## config.mk

```make
export PLATFORM = sky130hd
export DESIGN_NAME = wdt_two_stage
export DESIGN_NICKNAME = d
export VERILOG_FILES = /design/src/rtl/wdt_pkg.sv /design/src/rtl/wdt_counter.sv /design/src/rtl/wdt_rst_pulse.sv /design/src/rtl/wdt_regs.sv /design/src/rtl/wdt_two_stage.sv
export SDC_FILE = /design/constraint.sdc
export NUM_CORES = 1
export LEC_CHECK = 0
export ABC_AREA = 1
export BUFFER_PORTS_ARGS = -buffer_cell sky130_fd_sc_hd__clkbuf_2
export CAP_MARGIN = 20
export CORE_ASPECT_RATIO = 0.7
export CORE_MARGIN = 3
export CORE_UTILIZATION = 55
export CTS_CLUSTER_DIAMETER = 30
export DETAILED_ROUTE_END_ITERATION = 8
export HOLD_SLACK_MARGIN = 0.03
export PLACE_DENSITY_LB_ADDON = 0.2
export SYNTH_ARGS = -nofsm -noshare
export SYNTH_HDL_FRONTEND = slang
export SYNTH_SLANG_ARGS = --single-unit
```

## constraint.sdc

```tcl
create_clock -name clk_i -period 3.1 [get_ports clk_i]
set_clock_uncertainty 0.15 [all_clocks]
set_input_delay 0.62 -clock clk_i [delete_from_list [all_inputs] [get_ports clk_i]]
set_output_delay 0.62 -clock clk_i [all_outputs]
set_load 0.03 [all_outputs]
```

## src/rtl/wdt_pkg.sv

```systemverilog
`timescale 1ns/1ps
package wdt_pkg;
  localparam logic [2:0] A_RLD  = 3'd0;
  localparam logic [2:0] A_TMR  = 3'd1;
  localparam logic [2:0] A_STS1 = 3'd2;
  localparam logic [2:0] A_STS2 = 3'd3;
  localparam logic [2:0] A_CTRL = 3'd4;
  localparam logic [2:0] A_EN   = 3'd5;
  localparam logic [2:0] A_GCS  = 3'd6;

  localparam int CTRL_HALT_BIT = 11;
  localparam int CTRL_KEEP_BIT = 9;
  localparam int RLD_MASK_W    = 5;

  typedef struct packed {
    logic tmo_set;
    logic second_set;
  } wdt_evt_t;

  function automatic logic [15:0] be_merge(input logic [15:0] old_v,
                                           input logic [15:0] new_v,
                                           input logic [1:0]  be);
    return {be[1] ? new_v[15:8] : old_v[15:8], be[0] ? new_v[7:0] : old_v[7:0]};
  endfunction
endpackage

```

## src/rtl/wdt_counter.sv

```systemverilog
`timescale 1ns/1ps
module wdt_counter #(
  parameter int TMR_W   = 10,
  parameter int TMR_RST = 20
) (
  input  logic             clk_i,
  input  logic             rst_ni,
  input  logic             tick_i,
  input  logic             halt_i,
  input  logic             reload_i,
  input  logic [TMR_W-1:0] load_val_i,
  input  logic             no_reboot_i,
  output logic [TMR_W-1:0] cnt_o,
  output wdt_pkg::wdt_evt_t evt_o,
  output logic             fire_o
);
  logic [TMR_W-1:0] cnt_q;
  logic             first_q;
  logic             step;
  logic             expire;

  assign step   = tick_i && !halt_i && !reload_i;
  assign expire = step && (cnt_q <= TMR_W'(1));

  assign evt_o.tmo_set    = expire && !first_q;
  assign evt_o.second_set = expire && first_q;
  assign fire_o           = expire && first_q && !no_reboot_i;
  assign cnt_o            = cnt_q;

  always_ff @(posedge clk_i or negedge rst_ni) begin
    if (!rst_ni) begin
      cnt_q   <= TMR_W'(TMR_RST);
      first_q <= 1'b0;
    end else if (reload_i) begin
      cnt_q   <= load_val_i;
      first_q <= 1'b0;
    end else if (step) begin
      if (expire) begin
        cnt_q   <= load_val_i;
        first_q <= !first_q;
      end else begin
        cnt_q <= cnt_q - TMR_W'(1);
      end
    end
  end

  a_r3_halt_freezes: assert property (@(posedge clk_i) disable iff (!rst_ni)
    halt_i && !reload_i |=> $stable(cnt_q));
  a_r3_tick_decrements: assert property (@(posedge clk_i) disable iff (!rst_ni)
    tick_i && !halt_i && !reload_i && cnt_q > TMR_W'(1) |=> cnt_q == $past(cnt_q) - TMR_W'(1));
  a_r5_reload_loads: assert property (@(posedge clk_i) disable iff (!rst_ni)
    reload_i |=> cnt_q == $past(load_val_i));
endmodule

```

## src/rtl/wdt_rst_pulse.sv

```systemverilog
`timescale 1ns/1ps
module wdt_rst_pulse #(
  parameter int RST_CYC = 4
) (
  input  logic clk_i,
  input  logic rst_ni,
  input  logic fire_i,
  output logic rst_o
);
  localparam int PW = $clog2(RST_CYC + 1);
  logic [PW-1:0] left_q;

  always_ff @(posedge clk_i or negedge rst_ni) begin
    if (!rst_ni)             left_q <= '0;
    else if (fire_i)         left_q <= PW'(RST_CYC);
    else if (left_q != '0)   left_q <= left_q - PW'(1);
  end

  assign rst_o = (left_q != '0);

  a_r8_pulse_starts: assert property (@(posedge clk_i) disable iff (!rst_ni)
    fire_i |=> rst_o);
endmodule

```

## src/rtl/wdt_regs.sv

```systemverilog
`timescale 1ns/1ps
module wdt_regs
  import wdt_pkg::*;
#(
  parameter int TMR_W   = 10,
  parameter int TMR_MIN = 4,
  parameter int TMR_RST = 20
) (
  input  logic             clk_i,
  input  logic             por_ni,
  input  logic             rst_ni,
  input  logic             we_i,
  input  logic [2:0]       addr_i,
  input  logic [1:0]       be_i,
  input  logic [15:0]      wdata_i,
  input  logic [TMR_W-1:0] cnt_i,
  input  wdt_evt_t         evt_i,
  output logic [15:0]      rdata_o,
  output logic             reload_o,
  output logic [TMR_W-1:0] load_val_o,
  output logic             halt_o,
  output logic             no_reboot_o,
  output logic             smi_o
);
  localparam logic [15:0] FIELD_MASK = 16'((32'd1 << TMR_W) - 32'd1);
  localparam logic [15:0] MIN_V      = 16'(TMR_MIN);

  logic [15:0] tmr_q, tmr_next;
  logic tmo_q, second_q, boot_q, halt_q, keep_q, smi_en_q, no_reboot_q, lock_q;
  logic wr_tmr, wr_sts1, wr_sts2, wr_ctrl, wr_en, wr_gcs;
  logic clr_tmo, clr_second, clr_boot;

  assign wr_tmr  = we_i && addr_i == A_TMR;
  assign wr_sts1 = we_i && addr_i == A_STS1 && be_i[0];
  assign wr_sts2 = we_i && addr_i == A_STS2 && be_i[0];
  assign wr_ctrl = we_i && addr_i == A_CTRL && be_i[1];
  assign wr_en   = we_i && addr_i == A_EN   && be_i[0];
  assign wr_gcs  = we_i && addr_i == A_GCS  && be_i[0];

  assign reload_o   = we_i && addr_i == A_RLD && be_i[0] && (|wdata_i[RLD_MASK_W-1:0]);
  assign clr_tmo    = wr_sts1 && wdata_i[0];
  assign clr_second = wr_sts2 && wdata_i[0];
  // both bits in one write: only the second-timeout flag goes
  assign clr_boot   = wr_sts2 && !wdata_i[0] && wdata_i[1];

  always_comb begin
    tmr_next = be_merge(tmr_q, wdata_i, be_i);
    if ((tmr_next & FIELD_MASK) < MIN_V)
      tmr_next = (tmr_next & ~FIELD_MASK) | MIN_V;
  end

  always_ff @(posedge clk_i or negedge rst_ni) begin
    if (!rst_ni) begin
      tmr_q       <= 16'(TMR_RST);
      tmo_q       <= 1'b0;
      halt_q      <= 1'b1;
      keep_q      <= 1'b0;
      smi_en_q    <= 1'b0;
      no_reboot_q <= 1'b1;
      lock_q      <= 1'b0;
    end else begin
      if (wr_tmr) tmr_q <= tmr_next;
      if (evt_i.tmo_set) tmo_q <= 1'b1;
      else if (clr_tmo)  tmo_q <= 1'b0;
      if (wr_ctrl) begin
        halt_q <= wdata_i[CTRL_HALT_BIT];
        keep_q <= wdata_i[CTRL_KEEP_BIT];
      end
      if (wr_en) smi_en_q <= wdata_i[0];
      if (wr_gcs && !lock_q) begin
        no_reboot_q <= wdata_i[0];
        lock_q      <= wdata_i[1];
      end
    end
  end

  always_ff @(posedge clk_i or negedge por_ni) begin
    if (!por_ni) begin
      second_q <= 1'b0;
      boot_q   <= 1'b1;
    end else begin
      if (evt_i.second_set) second_q <= 1'b1;
      else if (clr_second)  second_q <= 1'b0;
      if (clr_boot) boot_q <= 1'b0;
    end
  end

  always_comb begin
    rdata_o = '0;
    unique case (addr_i)
      A_RLD:  rdata_o = 16'(cnt_i);
      A_TMR:  rdata_o = tmr_q;
      A_STS1: rdata_o[0] = tmo_q;
      A_STS2: rdata_o[1:0] = {boot_q, second_q};
      A_CTRL: begin
        rdata_o[CTRL_HALT_BIT] = halt_q;
        rdata_o[CTRL_KEEP_BIT] = keep_q;
      end
      A_EN:   rdata_o[0] = smi_en_q;
      A_GCS:  rdata_o[1:0] = {lock_q, no_reboot_q};
      default: rdata_o = '0;
    endcase
  end

  assign load_val_o  = tmr_q[TMR_W-1:0];
  assign halt_o      = halt_q;
  assign no_reboot_o = no_reboot_q;
  assign smi_o       = tmo_q && smi_en_q;

  a_r2_w1c_clears: assert property (@(posedge clk_i) disable iff (!rst_ni)
    clr_tmo && !evt_i.tmo_set |=> !tmo_q);
  a_r2_set_sticks: assert property (@(posedge clk_i) disable iff (!rst_ni)
    evt_i.tmo_set |=> tmo_q);
  a_r10_lock_holds: assert property (@(posedge clk_i) disable iff (!rst_ni)
    lock_q |=> lock_q && $stable(no_reboot_q));
endmodule

```

## src/rtl/wdt_two_stage.sv

```systemverilog
`timescale 1ns/1ps
module wdt_two_stage
  import wdt_pkg::*;
#(
  parameter int TMR_W   = 10,
  parameter int TMR_MIN = 4,
  parameter int TMR_RST = 20,
  parameter int RST_CYC = 4
) (
  input  logic        clk_i,
  input  logic        por_ni,
  input  logic        rst_ni,
  input  logic        tick_i,
  input  logic        bus_we_i,
  input  logic [2:0]  bus_addr_i,
  input  logic [1:0]  bus_be_i,
  input  logic [15:0] bus_wdata_i,
  output logic [15:0] bus_rdata_o,
  output logic        smi_o,
  output logic        sys_rst_o
);
  logic             rst_n;
  logic [TMR_W-1:0] cnt, load_val;
  logic             reload, halt, no_reboot, fire;
  wdt_evt_t         evt;

  assign rst_n = rst_ni && por_ni;

  wdt_regs #(.TMR_W(TMR_W), .TMR_MIN(TMR_MIN), .TMR_RST(TMR_RST)) u_regs (
    .clk_i, .por_ni, .rst_ni(rst_n),
    .we_i(bus_we_i), .addr_i(bus_addr_i), .be_i(bus_be_i), .wdata_i(bus_wdata_i),
    .cnt_i(cnt), .evt_i(evt), .rdata_o(bus_rdata_o),
    .reload_o(reload), .load_val_o(load_val), .halt_o(halt),
    .no_reboot_o(no_reboot), .smi_o
  );

  wdt_counter #(.TMR_W(TMR_W), .TMR_RST(TMR_RST)) u_counter (
    .clk_i, .rst_ni(rst_n), .tick_i, .halt_i(halt), .reload_i(reload),
    .load_val_i(load_val), .no_reboot_i(no_reboot),
    .cnt_o(cnt), .evt_o(evt), .fire_o(fire)
  );

  wdt_rst_pulse #(.RST_CYC(RST_CYC)) u_pulse (
    .clk_i, .rst_ni(rst_n), .fire_i(fire), .rst_o(sys_rst_o)
  );

  a_r9_noreboot_masks: assert property (@(posedge clk_i) disable iff (!rst_n)
    $rose(sys_rst_o) |-> !$past(no_reboot));
  a_r8_second_needs_ticks: assert property (@(posedge clk_i) disable iff (!rst_n)
    $rose(sys_rst_o) |-> $past(tick_i));
endmodule

```

---- After elaboration in Yosys (flattened, before gate mapping) ----
Cells that the tools add are included.
word-level totals
  input port bits ......................... 26
  flip-flop bits (word level) ............. 38
operators by class
  equal/unequal tests ..................... 6
  order comparisons ....................... 2
  muxes and demuxes ....................... 22
  add/subtract/negate cells ............... 2
  reductions and logical operators ........ 42
operator list
  operator                 number
  $mux W10                 4
  $logic_and A1 B1 Y1      27
  $mux W8                  2
  $pmux W7 S2              1
  $le A10 B1 Y1 const B    1
  $lt A10 B3 Y1 const B    1
  $reduce_bool A2 Y1       5
  $sub A10 B1 Y10 const B  1
  $eq A3 B3 Y1 const B     3
  $mux W1                  8
  $eq A3 B2 Y1 const B     2
  $logic_not A1 Y1         6
  $mux W3                  2
  $pmux W1 S6              1
  $reduce_or A5 Y1         1
  $mux W4                  1
  $pmux W1 S4              1
  $eq A3 B1 Y1 const B     1
  $logic_not A3 Y1         1
  $pmux W1 S3              1
  $reduce_bool A3 Y1       1
  $sub A3 B1 Y3 const B    1
  $pmux W1 S2              1
  $reduce_and A2 Y1        1

---- Logic depth before layout (Yosys ltp) ----
  depth in word-level cells ............... 10
  mapped depth ............................ 11
  depth with buffers taken out ............ 10

---- Hierarchy ----
A second synthesis with hierarchy kept.
second synthesis, totals
  cell total of the unflattened synthesis .. 388
  area, all modules ....................... 2,675.1 µm²
modules (own cells, without submodules)
  module         times used  area an instance (µm²)  cells an instance  sequential area each (µm²)
  wdt_regs       1           1,599.0                 219                606.8
  wdt_counter    1           894.6                   145                277.8
  wdt_rst_pulse  1           173.9                   22                 75.1
  wdt_two_stage  1           7.5                     2                  0.0

---- Worst setup path after synthesis ----
No wires, ideal clock.
  path type ............................... input to output
  start point ............................. in bus_addr_i[0]
  end point ............................... out bus_rdata_o[9]
  slack ................................... 0.731 ns
  required time ........................... 2.330 ns
  stages on the path ...................... 5
  path buffers ............................ 2
  arrival time ............................ 1.599 ns
  cell sequence ........................... buf_6 nor2_4 nand2_4 buf_2 o221ai_1
on the way
  cells in the longest elaborated chain, start to end .. 2
  elaborated cells between the ends (all ways) .. 4
ends and longest elaborated chain
  what                                        RTL line             RTL
  start, declared                             wdt_two_stage.sv:15  input logic [2:0] bus_addr_i,
  $eq A3 B3 Y1, or another cell as far along  wdt_regs.sv:90       unique case (addr_i)
  $pmux W1 S3 (*)                             wdt_regs.sv:90
  end, declared                               wdt_two_stage.sv:18  output logic [15:0] bus_rdata_o,
Mark *: on every way between the ends. The rest lies on a longest branch, timed or not.

---- Worst setup path in the final report ----
  start point ............................. in bus_addr_i[2]
  end point ............................... out bus_rdata_o[1]
on the way
  cells in the longest elaborated chain, start to end .. 2
  elaborated cells between the ends (all ways) .. 5
ends and longest elaborated chain
  what                                        RTL line
  $eq A3 B3 Y1, or another cell as far along  wdt_regs.sv:90
  $pmux W1 S4 (*)                             wdt_regs.sv:90
Marked as above.

==> qor.tcl <==
set qor(path_common_cell) {clkbuf_2}
set qor(grt-ovfl-total) 0
set qor(clock_tree_from_tritoncts) {done}
set qor(cp-start-kind) {input pin}
set qor(synth_cells) 344
set qor(final_min_period_over_clock_period_pct) 77.22
set qor(yosys-top-cells-area) {dfrtp_1 (32%), nand2_1 (15%), inv_1 (8.7%)}
set qor(count_of_flip_flops_with_a_built_in_enable_after_synthesis) 0
set qor(asyncSetResetFlopFracSynth_pct) 100.0
set qor(yosys_most_used_dff) {dfrtp_1}
set qor(detailedPlacementHpwl_um) 4309
set qor(worstSkewPairLatency_ns) 0.29
set qor(cellLeakagePower_uw) 0.001548
set qor(design.die.area_mm2) 0.005212
set qor(wl_per_cell_um) 12.66
set qor(numPortBuffers) 43
set qor(critical_path.max_fanout) 17
set qor(fin_setup_tns_ns) 0
set qor(required_ns) 2.33
set qor(vdd_drop_max_mv) 0.3828
set qor(holdBufCountCts) 1
set qor(max_slew.worst_pin.slew_ns) 0.4707
set qor(powerDensity_mw_per_mm2) 698.4
set qor(yosys_warnings) 0
set qor(via_per_inst) 5.125
set qor(synth_largest_type_area_fraction_pct) 32.27
set qor(critical_path.cell_chain) {clkbuf_2, inv_2, nand3_4, o22ai_1, a21oi_1, nand2_1, clkbuf_2}
set qor(gpl.final_weighted_congestion) 0.9273
set qor(grt_pass1_vias) 1954
set qor(syn_nets) 374
set qor(max_stage_delay_ns) 0.22
set qor(synth_cell_type_count) 31
set qor(post-route-drc-count) 0
set qor(outcome) {completed}
set qor(pin_count_of_the_biggest_net_entering_global_routing) 37
set qor(pin_count) 44
set qor(synth.most_common_cell) {nand2_1}
set qor(cell_type_contributing_the_most_total_cell_area_after_synthesis) {dfrtp_1}
set qor(routed-via-count) 2260
set qor(timing.setup.critical_path_class) {in2out}
set qor(chipWidth_um) 85.01
set qor(cts_root_buffer) {clkbuf_8}
set qor(largest_register_ff_count) 16
set qor(cp.arrival_ns) 1.62
set qor(grt_antenna_before_repair) 0
set qor(yosys_register_bits) 38
set qor(core_region_area_mm2) 0.004065
set qor(synthTopCellsByCount) {nand2_1 (93), inv_1 (56), nor2_1 (44), dfrtp_1 (31), nand3_1 (31)}
set qor(num_rows) 19
set qor(cts.repair_timing.setup_buffer_count) 0
set qor(clk_transition_reported_paths_ns) 0.07
set qor(finalHoldViolCount) 0
set qor(final.fill_count) 364
set qor(chipHeight_um) 61.31
set qor(cts-htree-levels) 2
set qor(drv.max_cap_violation_count) 0
set qor(finalWorstPathRequiredPeriod_ns) 2.394
set qor(path_buf_inv) 3
set qor(timing.critical_path.max_delay_family) {buffers and inverters}
set qor(totalWireLength_um) 5583
set qor(clk_path_buf_depth) 2
set qor(cts-buffers-inserted) 5
set qor(final_layout_size_suffix_gt1_share_pct) 19.02
set qor(drt-initial-drc-count) 218
set qor(setup_repair_after_global_routing_missed_its_margin) {false}
set qor(synth_area_per_cell_um2) 6.987
set qor(yosysSeqAreaShare_pct) 39.93
set qor(drv_slew) 0
set qor(end_kind) {primary output}
set qor(finalNetCount) 418
set qor(max_slew_margin_pct) 68.62
set qor(grt_use_total_pct) 22.35
set qor(ant_nets) 0
set qor(dp_worst_setup_slack_ns) 0.7300
set qor(antenna_cells) 0
set qor(first_pass_grt_wire_length_um) 9059
set qor(clock-sinks) 38
set qor(critical-path-slowest-cell) {o22ai_1}
set qor(initial_core_util_pct) 59.13
set qor(post_cts_resized) 0
set qor(synthToLayoutAreaGrowth_pct) 12.96
set qor(post-route-worst-setup-slack_ns) 0.7062
set qor(clock.fmax_mhz) 417.7
set qor(largest-register) {u_regs.tmr_q}
set qor(hp-class) {in2async}
set qor(firstDrtPassIters) 5
set qor(final-setup-viol-count) 0
set qor(netlist_area_mm2) 0.002404
==> power breakdown <==
group / switching (uW) / internal (uW)
sequential: 115 / 662
clock: 174 / 160
combinational: 509 / 276
==> placed cells by master, fill, tap and decap left out, types with 2 or more instances in the layout <==
| master | Yosys | final |
|---|---|---|
| dfstp_2 | 7 | 7 |
| inv_1 | 56 | 56 |
| inv_2 | 6 | 6 |
| clkbuf_1 | 1 | 3 |
| xor2_1 | 3 | 3 |
| nand2_1 | 93 | 93 |
| buf_4 | 2 | 2 |
| o21ai_1 | 4 | 4 |
| nor3_1 | 2 | 2 |
| clkbuf_2 | 0 | 43 |
| nor2_4 | 2 | 2 |
| clkbuf_8 | 0 | 5 |
| o22ai_1 | 10 | 10 |
| o21ai_0 | 9 | 9 |
| a21oi_1 | 16 | 16 |
| ha_1 | 4 | 4 |
| nor2_1 | 44 | 44 |
| nand4_1 | 3 | 3 |
| dfrtp_1 | 31 | 31 |
| nand2_4 | 4 | 4 |
| nand3_1 | 31 | 31 |
==> worst paths after layout <==
path / cells after the start / startpoint / to / slack [ns]
setup / recovery: 7 / bus_addr_i[2] / bus_rdata_o[1] / 0.71
hold / removal: 4 / rst_ni / u_pulse.left_q[0] / 0.31
setup reg to reg: 9 / u_counter.cnt_o[0] / u_pulse.left_q[1] / 1.20
hold reg to reg: 2 / u_regs.boot_q / u_regs.boot_q / 0.32
max in group asynchronous: 5 / por_ni / u_regs.halt_o / 1.54
min in group clk_i: 2 / u_regs.boot_q / u_regs.boot_q / 0.32
==> kinds of logic (layout without fill, tap and decap cells) <==
group                    after synthesis  after routing  synth area share, %
buffers and inverters                 71            116                12.75
adder cells (fa/ha/maj)                4              4                2.082
AO/OA/AOI/OAI                         44             44                10.26
AND/OR/NAND/NOR                      183            183                33.52
flip-flops                            38             38                39.93
XOR/XNOR                               4              4                1.458
==> worst min-delay path, cell delays in order <==
cell and delay, ns:
clkbuf_2 0.07, nand2_1 0.04, inv_1 0.05, buf_4 0.40
==> per-layer routing <==
metal  global-route usage [%]  wire length, um
met5                        0                0
met1                    32.44             2737
met4                    5.869               40
met2                    33.63             2375
met3                    5.615              430
==> stage by stage <==
step | area (um^2) | util, % | hold WS (ns) | total power [uW] | instances
floorplan | 2404 | - | 0.1744 | 1368 | 344
global placement | 2625 | 64.57 | 0.2650 | 1530 | 432
detailed placement | 2625 | 64.57 | 0.2664 | 1562 | 432
CTS | 2715 | 66.79 | 0.3273 | 1899 | 441
global route | 2715 | 66.79 | 0.3328 | 2056 | 441
finish | 2715 | 66.79 | 0.3140 | 1896 | 441
==> area by class of cell <==
cell class | count | area, um^2 | area share [%]
repair buffers | 46 | 240.2 | 8.848
well taps | 52 | 65.06 | 2.396
clock buffers | 8 | 80.08 | 2.949
multi-input cells | 235 | 1137 | 41.89
flip-flops and latches | 38 | 959.7 | 35.35
inverters | 62 | 232.7 | 8.571
(Power assumes the default switching activity.)
